==> src/rtl/mux_bus_pkg.sv <==
package mux_bus_pkg;
    typedef enum logic [2:0] {
        PH_IDLE = 3'd0,
        PH_T1   = 3'd1,
        PH_T2   = 3'd2,
        PH_T3   = 3'd3,
        PH_T4   = 3'd4,
        PH_HOLD = 3'd5
    } phase_e;
endpackage

==> src/rtl/mux_bus_rdy_sync.sv <==
module mux_bus_rdy_sync #(
    parameter int STAGES = 2
) (
    input  logic clk,
    input  logic rst_n,
    input  logic async_in,
    output logic sync_out
);
    logic [STAGES-1:0] sh_d, sh_q;

    generate
        if (STAGES == 1) begin : g_one
            always_comb sh_d = async_in;
        end else begin : g_many
            always_comb sh_d = {sh_q[STAGES-2:0], async_in};
        end
    endgenerate

    always_ff @(posedge clk) begin
        if (!rst_n) sh_q <= '0;
        else        sh_q <= sh_d;
    end

    assign sync_out = sh_q[STAGES-1];
endmodule

==> src/rtl/mux_bus_cfg_cap.sv <==
module mux_bus_cfg_cap #(
    parameter int W = 8
) (
    input  logic         clk,
    input  logic         rst_n,
    input  logic [W-1:0] bus_in,
    output logic [W-1:0] cfg
);
    logic [W-1:0] cfg_d, cfg_q;

    always_comb cfg_d = rst_n ? cfg_q : bus_in;

    always_ff @(posedge clk) cfg_q <= cfg_d;

    assign cfg = cfg_q;
endmodule

==> src/rtl/mux_bus_fsm.sv <==
module mux_bus_fsm
    import mux_bus_pkg::*;
#(
    parameter int ADDR_W = 16,
    parameter int DATA_W = 8
) (
    input  logic                     clk,
    input  logic                     rst_n,
    input  logic                     req_valid,
    input  logic [ADDR_W-1:0]        req_addr,
    input  logic                     req_wr,
    input  logic [DATA_W-1:0]        req_wdata,
    input  logic                     req_noaddr,
    input  logic                     hold_req,
    input  logic                     rdy,
    input  logic [DATA_W-1:0]        ad_in,
    output logic                     busy,
    output logic                     done,
    output logic [DATA_W-1:0]        rd_data,
    output logic                     hold_ack,
    output logic                     ale,
    output logic                     rd_n,
    output logic                     wlb_n,
    output logic [DATA_W-1:0]        ad_out,
    output logic                     ad_oe,
    output logic [ADDR_W-DATA_W-1:0] ao_out,
    output logic                     ao_oe
);
    localparam int HI_W = ADDR_W - DATA_W;

    typedef struct packed {
        phase_e              ph;
        logic [ADDR_W-1:0]   addr;
        logic [DATA_W-1:0]   wdata;
        logic                wr;
        logic                noaddr;
        logic                done;
        logic [DATA_W-1:0]   rdata;
    } seq_t;

    seq_t d, q;

    always_comb begin
        d      = q;
        d.done = 1'b0;
        case (q.ph)
            PH_IDLE: begin
                if (hold_req) begin
                    d.ph = PH_HOLD;
                end else if (req_valid) begin
                    d.ph     = PH_T1;
                    d.addr   = req_addr;
                    d.wdata  = req_wdata;
                    d.wr     = req_wr;
                    d.noaddr = req_noaddr;
                end
            end
            PH_T1:   d.ph = PH_T2;
            PH_T2:   d.ph = PH_T3;
            PH_T3:   if (rdy) d.ph = PH_T4;
            PH_T4: begin
                d.ph   = PH_IDLE;
                d.done = 1'b1;
                if (!q.wr) d.rdata = ad_in;
            end
            PH_HOLD: if (!hold_req) d.ph = PH_IDLE;
            default: d.ph = PH_IDLE;
        endcase
    end

    always_ff @(posedge clk) begin
        if (!rst_n) q <= '0;
        else        q <= d;
    end

    logic in_t1, in_mid, in_cyc;
    always_comb begin
        in_t1  = (q.ph == PH_T1);
        in_mid = (q.ph == PH_T2) || (q.ph == PH_T3);
        in_cyc = in_t1 || in_mid || (q.ph == PH_T4);
    end

    assign busy     = (q.ph != PH_IDLE);
    assign done     = q.done;
    assign rd_data  = q.rdata;
    assign hold_ack = (q.ph == PH_HOLD);
    assign ale      = in_t1;
    assign ao_oe    = in_cyc && !q.noaddr;
    assign ao_out   = q.addr[ADDR_W-1:DATA_W];
    assign ad_oe    = (in_t1 && (!q.noaddr || q.wr)) || ((in_mid || q.ph == PH_T4) && q.wr);
    assign ad_out   = (in_t1 && !q.noaddr) ? q.addr[DATA_W-1:0] : q.wdata;
    assign rd_n     = !(in_mid && !q.wr);
    assign wlb_n    = !((in_mid || (in_t1 && q.noaddr)) && q.wr);

    a_r2_ao_stable: assert property (@(posedge clk) disable iff (!rst_n)
        (ao_oe && !ale) |-> (ao_out == $past(ao_out)));
    a_r3_ale_single: assert property (@(posedge clk) disable iff (!rst_n)
        ale |=> !ale);
    a_r3_ale_fall_addr: assert property (@(posedge clk) disable iff (!rst_n)
        $fell(ale) |-> $stable(ao_out));
    a_r4_hold_float: assert property (@(posedge clk) disable iff (!rst_n)
        hold_ack |-> (!ad_oe && !ao_oe && !ale));
    a_r4_hold_from_idle: assert property (@(posedge clk) disable iff (!rst_n)
        $rose(hold_ack) |-> ($past(q.ph) == PH_IDLE));
    a_r5_wait_t3: assert property (@(posedge clk) disable iff (!rst_n)
        (q.ph == PH_T3 && !rdy) |=> (q.ph == PH_T3));
    a_r7_done_pulse: assert property (@(posedge clk) disable iff (!rst_n)
        done |=> !done);
    a_r10_strobe_excl: assert property (@(posedge clk) disable iff (!rst_n)
        !(!rd_n && !wlb_n));
endmodule

==> src/rtl/mux_bus_seq.sv <==
module mux_bus_seq #(
    parameter int ADDR_W      = 16,
    parameter int DATA_W      = 8,
    parameter int SYNC_STAGES = 2
) (
    input  logic                     clk,
    input  logic                     rst_n,
    input  logic                     req_valid,
    input  logic [ADDR_W-1:0]        req_addr,
    input  logic                     req_wr,
    input  logic [DATA_W-1:0]        req_wdata,
    input  logic                     req_noaddr,
    output logic                     busy,
    output logic                     done,
    output logic [DATA_W-1:0]        rd_data,
    input  logic                     hold_req,
    output logic                     hold_ack,
    input  logic                     ardy_async,
    input  logic                     srdy,
    output logic                     ale,
    output logic                     rd_n,
    output logic                     wlb_n,
    input  logic [DATA_W-1:0]        ad_in,
    output logic [DATA_W-1:0]        ad_out,
    output logic                     ad_oe,
    output logic [ADDR_W-DATA_W-1:0] ao_out,
    output logic                     ao_oe,
    output logic [DATA_W-1:0]        cfg_word
);
    logic ardy_sync, rdy;

    mux_bus_rdy_sync #(.STAGES(SYNC_STAGES)) u_sync (
        .clk(clk), .rst_n(rst_n), .async_in(ardy_async), .sync_out(ardy_sync)
    );

    assign rdy = ardy_sync | srdy;

    mux_bus_cfg_cap #(.W(DATA_W)) u_cfg (
        .clk(clk), .rst_n(rst_n), .bus_in(ad_in), .cfg(cfg_word)
    );

    mux_bus_fsm #(.ADDR_W(ADDR_W), .DATA_W(DATA_W)) u_fsm (
        .clk(clk), .rst_n(rst_n),
        .req_valid(req_valid), .req_addr(req_addr), .req_wr(req_wr),
        .req_wdata(req_wdata), .req_noaddr(req_noaddr),
        .hold_req(hold_req), .rdy(rdy), .ad_in(ad_in),
        .busy(busy), .done(done), .rd_data(rd_data), .hold_ack(hold_ack),
        .ale(ale), .rd_n(rd_n), .wlb_n(wlb_n),
        .ad_out(ad_out), .ad_oe(ad_oe), .ao_out(ao_out), .ao_oe(ao_oe)
    );

    a_r9_reset_float: assert property (@(posedge clk)
        !rst_n |=> (!rst_n -> (!ad_oe && !ao_oe && !ale)));
endmodule

==> config.mk <==
export PLATFORM = sky130hd
export DESIGN_NAME = mux_bus_seq
export DESIGN_NICKNAME = d
export VERILOG_FILES = /design/src/rtl/mux_bus_pkg.sv /design/src/rtl/mux_bus_rdy_sync.sv /design/src/rtl/mux_bus_cfg_cap.sv /design/src/rtl/mux_bus_fsm.sv /design/src/rtl/mux_bus_seq.sv
export SDC_FILE = /design/constraint.sdc
export NUM_CORES = 1
export LEC_CHECK = 0
export BUFFER_PORTS_ARGS = -buffer_cell sky130_fd_sc_hd__buf_2
export CAP_MARGIN = 40
export CELL_PAD_IN_SITES_DETAIL_PLACEMENT = 0
export CELL_PAD_IN_SITES_GLOBAL_PLACEMENT = 2
export CORE_MARGIN = 2
export CORE_UTILIZATION = 26
export DETAILED_ROUTE_END_ITERATION = 8
export PLACE_DENSITY = 0.72
export SETUP_SLACK_MARGIN = 0.02
export SLEW_MARGIN = 0
export SYNTH_ARGS = -nofsm -noshare
export SYNTH_HDL_FRONTEND = slang
export SYNTH_SLANG_ARGS = --single-unit
==> constraint.sdc <==
create_clock -name clk -period 1.61 [get_ports clk]
set_input_delay 0.322 -clock clk [delete_from_list [all_inputs] [get_ports clk]]
set_output_delay 0.322 -clock clk [all_outputs]
set_load 0.01 [all_outputs]
==> flow_summary.ini <==
[place]
place.detailed.instances = 392
hpwlAfterDp_mm = 3.369
post_dp_cell_area_um2 = 2630
place.gp.congestion = 0.6669
buffer_ports.inserted = 79

[clock_network]
clock_tree.htree_level_count = 2
clk_lat_worst_skew_ns = 0.30
cts_hold_buffers = 0
numCtsBuffers = 5
clk_pin_slew_ns = 0.10
clkSinkCount = 48
clock-root-buffer = sky130_fd_sc_hd__clkbuf_8
buffer_levels_on_the_longest_clock_path = 2
tritoncts = built

[power]
cell_internal_pwr_uw = 2171
power.combinational.fraction = 0.250
vdd.ir_drop.worst_mv = 0.3923
total_leakage_power_uw = 0.001325
p_per_area_nw_per_um2 = 971.3
switchingPower_uw = 793.5
power.sequential.fraction = 0.455
p_clk_frac = 0.295
swShare = 0.2677

[sta]
tightestPinTransition_ns = 0.3984
final_hold_viol_count = 0
finalWorstPathRequiredPeriod_ns = 1.926
relSlewSlack = 0.7275
timing.fmax_ghz = 0.5192
unrepaired_setup_endpoints_after_global_routing = true
final_min_period_over_clock_period = 1.196
setup_slack_ns = -0.3160
final-setup-viol-count = 47
slew_violations = 0
hold_ws_ns = 0.2067
final.setup_skew_ns = 0.008633

[logic_synthesis]
post_synth_edffs = 8
multiplexer_share_of_the_synthesized_area = 0.1612
syn_area_per_cell_um2 = 9.659
synth-main-ff-cell = sky130_fd_sc_hd__dfxtp_1
gate_count_after_technology_mapping = 225
yosysSeqAreaShare = 0.4790
asyncSetResetFlopFracSynth = 0
post_synth_net_total = 265
count_of_unique_library_cells_instantiated_by_yosys = 37
ffs_latches_synth = 48
dominant_combinational_cell_family_by_area_after_synthesis = simple AND/OR/NAND/NOR gates
yosys.area_share.simple = 0.1952
post_synth_xor_area_fraction = 0
synth.yosys.warnings = 0
synth_compound_gate_area_share = 0.04778
synthesis.area_um2 = 2173
synth-adder-area-share = 0

[layout]
num-nets-final = 342
fillers = 834
antenna_cells_inserted = 0
syn_to_final_growth_pct = 40.41
fraction_of_layout_cells_with_a_size_suffix_above_1 = 0.4818
post-route-util = 0.3733
multi_input_area_um2 = 1001
post_route_cell_area_um2 = 3052
stdcell_count = 408
seqCellArea_um2 = 1045

[detailed_routing]
dr_wl_met2_mm = 2.490
met1Wirelength_mm = 2.312
wire_per_inst_um = 12.96
totalWireLength_mm = 5.287
antenna_left = 0
drcViolationCount = 0
met3_length_um = 416
mean_number_of_vias_per_cell = 4.353
dr.pass1.iters = 4
route.vias.total = 1776
first_iter_violations = 38
top_layer = met5

[global_routing]
grt_overflow_total = 0
global_route_wire_length_before_repair_mm = 8.128
grt_pass1_vias = 1683
antenna_found_initial = 1
globalRouteTotalUtil = 0.1168
grt_start_max_net_pins = 37

[die]
initial_utilization = 0.2658
rows = 33
placeableCoreArea_um2 = 8175
die_w_um = 95.43
die_area_um2 = 9106
die_y_um = 95.43
ios = 80

[critical_path]
timing.critical_path.slowest_stage_cell = sky130_fd_sc_hd__dfxtp_2
worst_ep_arrival_time_ns = 1.60
crit_type = reg -> out
timing.critical_path.required_ns = 1.29
worstPathMaxFanout = 8
critical-path-max-stage-delay_ns = 0.35
startpoint_kind_of_the_worst_setup_timing_path = flip-flop
worstPathCellList = nor3b_4, nor2b_4, buf_8, mux2_4, buf_6
setup.worst_path.end_class = output pin

[run]
maxCapViolCount = 0

[run_status]
violated_checks = negative setup slack
status = finished with violations

[min_path]
worst_hold_path_type = in -> reg
[cell families (layout without fill, tap and decap cells)]
logic type / after synthesis / count (layout)
buffers and inverters: 35 / 113
flip-flops: 48 / 48
AO/OA/AOI/OAI: 17 / 17
AND/OR/NAND/NOR: 91 / 91
multiplexers: 34 / 34
[worst max-delay path, delay by kind of cell, from the launching register on]
| family | cells | cell delay (ns) |
|---|---|---|
| buf+inv | 2 | 0.27 |
| flops | 1 | 0.35 |
| simple gates | 2 | 0.37 |
| mux | 1 | 0.31 |
[final cells by class]
class | instances | share of cell area
multi-input cells | 142 | 0.3280
well taps | 105 | 0.04305
flip-flops and latches | 48 | 0.3424
clock buffers | 5 | 0.02255
repair buffers | 103 | 0.2476
clock inverters | 3 | 0.01394
inverters | 2 | 0.002460
[worst paths after layout]
path	start	end	slack, ns	cells after the start
setup / recovery	u_fsm.q[35]	ad_out[5]	-0.32	5
hold / removal	ad_in[7]	u_cfg.cfg[7]	0.21	1
setup reg to reg	u_fsm.q[36]	u_fsm.rd_data[0]	-0.09	7
hold reg to reg	u_sync.sh_q[0]	u_sync.sh_q[1]	0.45	1
[Yosys cell counts, types with 2 or more instances]
| cell | number | share of area |
|---|---|---|
| sky130_fd_sc_hd__and2_1 | 2 | 0.0058 |
| sky130_fd_sc_hd__nor2_1 | 2 | 0.0035 |
| sky130_fd_sc_hd__o21ai_1 | 8 | 0.018 |
| sky130_fd_sc_hd__mux2i_1 | 26 | 0.12 |
| sky130_fd_sc_hd__nor3_1 | 2 | 0.0046 |
| sky130_fd_sc_hd__edfxtp_1 | 8 | 0.11 |
| sky130_fd_sc_hd__nand2_1 | 63 | 0.11 |
| sky130_fd_sc_hd__nand3_1 | 9 | 0.021 |
| sky130_fd_sc_hd__o21ai_0 | 2 | 0.0046 |
| sky130_fd_sc_hd__buf_6 | 2 | 0.010 |
| sky130_fd_sc_hd__inv_1 | 2 | 0.0035 |
| sky130_fd_sc_hd__buf_4 | 16 | 0.055 |
| sky130_fd_sc_hd__dlygate4sd1_1 | 2 | 0.0081 |
| sky130_fd_sc_hd__dfxtp_1 | 40 | 0.37 |
| sky130_fd_sc_hd__buf_2 | 4 | 0.0092 |
| sky130_fd_sc_hd__mux2_1 | 8 | 0.041 |
| sky130_fd_sc_hd__buf_12 | 2 | 0.018 |
| sky130_fd_sc_hd__nor3b_2 | 2 | 0.012 |
| sky130_fd_sc_hd__clkbuf_1 | 7 | 0.012 |
[registers in the layout, indices dropped and copies added, names as in the netlist]
register,cells
u_cfg.cfg,8
u_sync.sh_q,2
u_fsm.done,1
u_fsm.q,21
u_fsm.rd_data,8
u_fsm.ao_out,8
[power groups by stage]
| stage | registers (uW) | clock network, uW | logic (uW) |
|---|---|---|---|
| after CTS | 1350 | 913 | 709 |
| after floorplan | 1370 | 0 | 391 |
| after global routing | 1360 | 962 | 813 |
| after global placement | 1370 | 0 | 576 |
| final | 1350 | 875 | 741 |
| after detailed placement | 1370 | 0 | 578 |
[repair_timing]
item / 4_1_cts / 5_1_grt
endpoints found under the setup margin: 48 / 48
cloned: 3 / 1
buffers inserted: 4 / 0
pin swaps: 4 / 3
gates resized for setup: 29 / 17
[cells in the final DEF, fill, tap and decap left out, types with 2 or more instances in the layout]
master / synthesis / layout
sky130_fd_sc_hd__buf_2: 4 / 68
sky130_fd_sc_hd__nor3b_4: 0 / 2
sky130_fd_sc_hd__dfxtp_1: 40 / 37
sky130_fd_sc_hd__nand3_2: 0 / 7
sky130_fd_sc_hd__mux2_4: 0 / 8
sky130_fd_sc_hd__buf_16: 0 / 2
sky130_fd_sc_hd__inv_1: 2 / 2
sky130_fd_sc_hd__buf_4: 16 / 11
sky130_fd_sc_hd__buf_8: 0 / 2
sky130_fd_sc_hd__nand2_1: 63 / 62
sky130_fd_sc_hd__and2_1: 2 / 2
sky130_fd_sc_hd__mux2i_1: 26 / 26
sky130_fd_sc_hd__clkbuf_8: 0 / 5
sky130_fd_sc_hd__o21ai_1: 8 / 7
sky130_fd_sc_hd__edfxtp_1: 8 / 8
sky130_fd_sc_hd__nand3_1: 9 / 2
sky130_fd_sc_hd__o21ai_2: 0 / 2
sky130_fd_sc_hd__buf_6: 2 / 18
sky130_fd_sc_hd__dfxtp_2: 0 / 3
[routing by layer]
metal  vias to the layer above  global-route usage
met5                         -                   0
met4                         2             0.03571
met3                         9             0.04348
met2                        56              0.1925
met1                       823              0.1420
li1                        886                   -
[metrics by stage]
stage                     TNS [ns]  total power [uW]  setup WS, ns
after floorplan            -0.4333              1763      -0.05416
after global placement     -0.2210              1945      -0.02803
after detailed placement   -0.5132              1949      -0.05745
after CTS                   -4.769              2969       -0.3513
after global routing        -7.649              3133       -0.4259
final                       -4.459              2964       -0.3160
Power figures use the tool's default switching activity.
